File: config.mk
export PLATFORM = sky130hd
export DESIGN_NAME = lc_xition_fsm
export DESIGN_NICKNAME = d
export VERILOG_FILES = /design/src/rtl/lc_xition_fsm.sv
export SDC_FILE = /design/constraint.sdc
export NUM_CORES = 1
export LEC_CHECK = 0
export ABC_AREA = 1
export CAP_MARGIN = 20
export CORE_ASPECT_RATIO = 1.1
export CORE_MARGIN = 1.5
export CORE_UTILIZATION = 65
export CTS_CLUSTER_SIZE = 24
export DETAILED_ROUTE_END_ITERATION = 10
export DONT_BUFFER_PORTS = 1
export PLACE_DENSITY_LB_ADDON = 0.25
export SETUP_SLACK_MARGIN = 0.2
export SYNTH_ARGS = -nofsm -noshare
export SYNTH_HDL_FRONTEND = slang
export SYNTH_SLANG_ARGS = --single-unit
export TNS_END_PERCENT = 5
File: constraint.sdc
create_clock -name clk_i -period 1.9 [get_ports clk_i]
set_input_delay 0.19 -clock clk_i [delete_from_list [all_inputs] [get_ports clk_i]]
set_output_delay 0.19 -clock clk_i [all_outputs]
set_load 0.005 [all_outputs]
File: src/rtl/lc_xition_fsm.sv
module lc_xition_fsm (
  input  logic       clk_i,
  input  logic       rst_ni,
  input  logic       req_i,
  input  logic       scrapped_i,
  input  logic       step_done_i,
  input  logic       step_err_i,
  input  logic       esc0_i,
  input  logic       esc1_i,
  output logic       ack_o,
  output logic       busy_o,
  output logic       done_o,
  output logic       err_o,
  output logic [3:0] state_o
);
  localparam int SW = 10;
  localparam logic [SW-1:0] S_RESET  = 10'h163;
  localparam logic [SW-1:0] S_IDLE   = 10'h2B5;
  localparam logic [SW-1:0] S_CLKSW  = 10'h0DA;
  localparam logic [SW-1:0] S_INCR   = 10'h34C;
  localparam logic [SW-1:0] S_CPROG  = 10'h1E9;
  localparam logic [SW-1:0] S_VCHK   = 10'h27E;
  localparam logic [SW-1:0] S_HASH   = 10'h09F;
  localparam logic [SW-1:0] S_WIPE   = 10'h3A1;
  localparam logic [SW-1:0] S_TCMPA  = 10'h156;
  localparam logic [SW-1:0] S_TCMPB  = 10'h2C8;
  localparam logic [SW-1:0] S_SPROG  = 10'h07B;
  localparam logic [SW-1:0] S_POST   = 10'h31D;
  localparam logic [SW-1:0] S_SCRAP  = 10'h1B0;
  localparam logic [SW-1:0] S_ESC    = 10'h26F;
  localparam logic [SW-1:0] S_INVAL  = 10'h0C4;

  logic [SW-1:0] state_q, state_d;
  logic          ok_q, ok_d;
  logic          esc_any;

  assign esc_any = esc0_i | esc1_i;

  always_comb begin
    state_d = state_q;
    ok_d    = ok_q;
    case (state_q)
      S_RESET: state_d = S_IDLE;
      S_IDLE: begin
        if (scrapped_i)  state_d = S_SCRAP;
        else if (req_i)  state_d = S_CLKSW;
      end
      S_CLKSW: if (step_done_i) state_d = S_INCR;
      S_INCR: begin
        if (step_err_i)       state_d = S_POST;
        else if (step_done_i) state_d = S_CPROG;
      end
      S_CPROG: begin
        if (step_err_i)       state_d = S_POST;
        else if (step_done_i) state_d = S_VCHK;
      end
      S_VCHK: begin
        if (step_err_i)       state_d = S_POST;
        else if (step_done_i) state_d = S_HASH;
      end
      S_HASH: begin
        if (step_err_i)       state_d = S_POST;
        else if (step_done_i) state_d = S_WIPE;
      end
      S_WIPE: if (step_done_i) state_d = S_TCMPA;
      S_TCMPA: begin
        if (step_err_i)       state_d = S_POST;
        else if (step_done_i) state_d = S_TCMPB;
      end
      S_TCMPB: begin
        if (step_err_i)       state_d = S_POST;
        else if (step_done_i) state_d = S_SPROG;
      end
      S_SPROG: begin
        if (step_err_i) state_d = S_POST;
        else if (step_done_i) begin
          state_d = S_POST;
          ok_d    = 1'b1;
        end
      end
      S_POST, S_SCRAP, S_ESC: state_d = state_q;
      S_INVAL: state_d = S_ESC;
      default: state_d = S_INVAL;
    endcase
    if (esc_any && state_q != S_SCRAP) state_d = S_ESC;
  end

  always_ff @(posedge clk_i or negedge rst_ni) begin
    if (!rst_ni) begin
      state_q <= S_RESET;
      ok_q    <= 1'b0;
    end else begin
      state_q <= state_d;
      ok_q    <= ok_d;
    end
  end

  always_comb begin
    case (state_q)
      S_RESET: state_o = 4'd0;
      S_IDLE:  state_o = 4'd1;
      S_CLKSW: state_o = 4'd2;
      S_INCR:  state_o = 4'd3;
      S_CPROG: state_o = 4'd4;
      S_VCHK:  state_o = 4'd5;
      S_HASH:  state_o = 4'd6;
      S_WIPE:  state_o = 4'd7;
      S_TCMPA: state_o = 4'd8;
      S_TCMPB: state_o = 4'd9;
      S_SPROG: state_o = 4'd10;
      S_POST:  state_o = 4'd11;
      S_SCRAP: state_o = 4'd12;
      S_ESC:   state_o = 4'd13;
      default: state_o = 4'd14;
    endcase
  end

  assign ack_o  = (state_q == S_IDLE) & req_i & ~scrapped_i & ~esc_any;
  assign busy_o = (state_o >= 4'd2) && (state_o <= 4'd10);
  assign done_o = (state_q == S_POST) | (state_q == S_SCRAP) | (state_q == S_ESC);
  assign err_o  = (state_q == S_SCRAP) | (state_q == S_ESC) | (state_o == 4'd14) |
                  ((state_q == S_POST) & ~ok_q);
endmodule


==> impl_summary.md <==
Outcome
The run finished, with violations left. The final reports fail on DRC, setup timing.

Floorplanning
Measured along the y axis, the die boundary spans 58.22 µm. For this configuration, the core starts out at a cell density of 0.7018. The site row count is 19. The number of ports placed on the die boundary is 16.

The core box area is 2567 µm². The die covers 3097 µm². The x dimension of the die is 53.20 µm.

Drt
The DRC violations left is 78. Dividing the detail-routed wire length by the instance count gives 22.27 µm. Once detail routing completed, the nets flagged for antenna violations numbered 0. The via density per instance is 7.335. For this block, the initial DRC count from the detailed router was 626.

The met3 wire length is 1592 µm. The uppermost signal routing layer after detailed routing is met4. For this block, wires on met1 add up to 2705 µm. The wire length after detailed routing is 8709 µm. The total number of vias is 2,868. Detailed routing placed a total of 3372 µm of wire on met2.

Before antenna repair, the detailed router went through 11 iterations.

Timing
Setup repair after global routing could not meet its margin everywhere. On the final layout, the worst hold slack is 0.2425 ns. At the pin with the least slew margin, the transition time is 0.7443 ns. The hold violation total from the final report is 0. In the final timing run, aggregate negative setup slack is -5.582 ns. The setup-violating endpoint count in the final report is 18. For the final database, setup skew stands at 0.006531 ns. After layout, the worst setup slack is -0.5952 ns. Subtracting the final worst setup slack from the clock period gives 2.495 ns. The final critical-path share of the clock period is 1.313. The achievable clock frequency is 0.4008 GHz. The total count of max-transition violations in the final report is 0. The worst pin sits at a relative slew slack of 0.5020.

Power and ir drop
The register share of total power is 0.372. In this run the power spent charging and discharging nets is 0.2907 mW. The cell-internal power is 0.4265 mW.

Of the total power, the share spent switching nets is 0.4054. The maximum vdd ir drop is 0.5963 mV. For this design the static power due to leakage is 1.180 nW. The share of power burned in combinational logic is 0.408. Dividing total power by cell area gives a power density of 315.8 nW/µm².

Of the total power, the clock network draws 0.220.

Clock tree
CTS placed an instance of clkbuf_4 at the clock tree root. The clock tree from TritonCTS is done. The maximum buffer depth of the clock tree is 2. In this run the number of H-tree levels came out at 1. The clock drives 11 sinks. For the worst-skew pair, the clock arrives at the later sink with an insertion delay of 0.27 ns. Clock-pin slew was measured on the worst setup and hold paths at 0.06 ns. Buffers inserted during clock tree synthesis total 3.

GRT
The overall fraction of global-route tracks in use is 0.5011. The first global-routing pass estimated 11,370 µm of wire. For this run the aggregate overflow at the end of global routing stands at 0. The number of global-route vias before repair is 2,411. The number of antenna violations at the first check in global routing came to 0.

Entering global routing, the biggest net connects 15 pins.

Setup path
The arrival time at the worst endpoint is 2.31 ns. Along the worst path, the maximum fanout reaches 5. The library cell appearing most often on the critical path is nand2_1. Traced cell by cell, the critical path runs through nand2_1, inv_2, nand2_1, nor2_2, nand2_1, nand2_4, nor3b_2, nand3_1, nand2_1, inv_1. The slowest cell on the critical path is dfrtp_1. By startpoint and endpoint, the worst setup path is classified as reg2out. The kind of capture point of the worst setup path is an output port. In this design, the stage delay of the slowest critical-path cell is 0.47 ns. The required time at the endpoint of the critical path is 1.71 ns. The worst setup path is launched from a register.

Placement
During placement, the flow inserted port buffers numbering 0. The HPWL after detailed placement is 4924 µm. The final RePlAce weighted congestion is 1.239.

Cells and area
The fraction of final layout cells with drive strength greater than 1 is 0.3083. After the last flow step, the layout net total stands at 369. The total area of multi-input combinational cells is 1505 µm². 0 antenna diodes ended up in the layout. The top cell types in the final layout, fill and taps aside, are 76 x nand2_1, 54 x nor2_1, 38 x nand3_1, 29 x inv_1, 25 x buf_4. The number of fill cells is 140. Leaving out fill and tap cells, the most frequent cell in the layout is nand2_1. The post-synthesis to final-layout area growth is 26.04%. The combined flip-flop and latch cell area is 282.8 µm².

Synth
The count of yosys warnings during synthesis is 0. The gate count after technology mapping is 331. In this run the mean area of a mapped cell was 5.443 µm². When the netlist entered floorplanning its net count stood at 339.

The synthesized flop and latch total is 11. The number of different library cells in the post-synthesis netlist is 30. The summed instance area of the synthesized netlist is 1802 µm². The proportion of synthesized chip area in sequential cells is 0.1562.

Worst hold path
The tightest min-delay check is of the in2reg type.

Flow run
Across the run, the number of max-cap violations was 0.
-- power groups by stage --
stage / sequential, mW / clock, mW / combinational (mW)
final: 0.267 / 0.158 / 0.293
after global routing: 0.268 / 0.168 / 0.301
after CTS: 0.262 / 0.160 / 0.240
after detailed placement: 0.265 / 0 / 0.192
after global placement: 0.264 / 0 / 0.187
after floorplan: 0.263 / 0 / 0.136
-- cells in the mapped netlist --
cell type	n	share of area
a21oi_1	4	0.011
o21bai_1	1	0.0042
nor4b_1	1	0.0049
o21ai_1	6	0.017
inv_2	8	0.017
nand3_2	6	0.033
and2_1	1	0.0035
nand2_1	83	0.17
buf_6	2	0.012
or2_2	1	0.0035
nor3_1	4	0.011
dfstp_2	5	0.073
clkinv_1	1	0.0021
nor3_2	1	0.0056
inv_1	32	0.067
buf_2	3	0.0083
nand2_4	3	0.019
dfrtp_1	6	0.083
nand2_2	7	0.024
nor2_2	5	0.017
nor2_4	5	0.031
nor2_1	71	0.15
o211ai_1	1	0.0042
nand3b_1	2	0.0083
o21ai_0	6	0.017
nand3_1	43	0.12
nor3b_1	2	0.0083
nor4_1	1	0.0035
a21oi_2	1	0.0049
nand4_1	19	0.066
-- flip-flops by register name, indices dropped and copies added, names as in the netlist --
register,count
state_q,10
ok_q,1
-- path summary, 6_finish.rpt --
kind	start	to	slack [ns]	cells past startpoint
worst min-delay path	step_err_i	state_q[9]$_DFFE_PN0P_	0.24	4
max in group asynchronous	rst_ni	state_q[9]$_DFFE_PN0P_	1.23	1
worst min register to register	ok_q$_DFFE_PN0P_	ok_q$_DFFE_PN0P_	0.51	2
worst max-delay path	state_q[7]$_DFFE_PN0P_	busy_o	-0.60	10
worst max register to register	state_q[1]$_DFFE_PN1P_	state_q[0]$_DFFE_PN1P_	-0.30	12
min in group asynchronous	rst_ni	state_q[2]$_DFFE_PN0P_	0.31	1
-- cell type report --
class | instances | share of cell area
multi-input cells | 274 | 0.6628
flip-flops and latches | 11 | 0.1245
repair buffers | 30 | 0.1146
inverters | 41 | 0.06942
well taps | 31 | 0.01708
clock buffers | 4 | 0.01157
-- what timing repair did --
item,4_1_cts,5_1_grt
hold buffers,1,0
buffers inserted,9,6
pin swaps,10,13
setup endpoints to repair,18,18
gates resized for setup,25,27
hold endpoints to repair,11,0
-- layer usage --
layer  up-vias  global-route usage
met5         -                   0
met4         0              0.2784
met3       158              0.2062
met2       384              0.7319
met1      1189              0.6169
li1       1137                   -
-- through the flow --
step | setup slack [ns] | instances | cell area (µm²) | power [mW] | utilization
after floorplan | 0.2294 | 331 | 1807 | 0.3991 | -
after global placement | -0.08038 | 371 | 1926 | 0.4510 | 0.7500
after detailed placement | -0.1110 | 371 | 1926 | 0.4561 | 0.7500
after CTS | -0.1799 | 385 | 2138 | 0.6622 | 0.8328
after global routing | -0.5779 | 391 | 2271 | 0.7365 | 0.8845
final | -0.5952 | 391 | 2271 | 0.7171 | 0.8845
-- cells by family after synthesis --
family,count (synthesis),share of synthesized area
compound gates,19,0.05764
buf+inv,46,0.1062
flops,11,0.1562
simple gates,255,0.6799
-- worst max-delay path: cells and delay by family (launching register included) --
kind                   cells  cell delay, ns
AND/OR/NAND/NOR            8            1.38
flip-flops                 1            0.47
buffers and inverters      2            0.19
(Power assumes the default switching activity.)
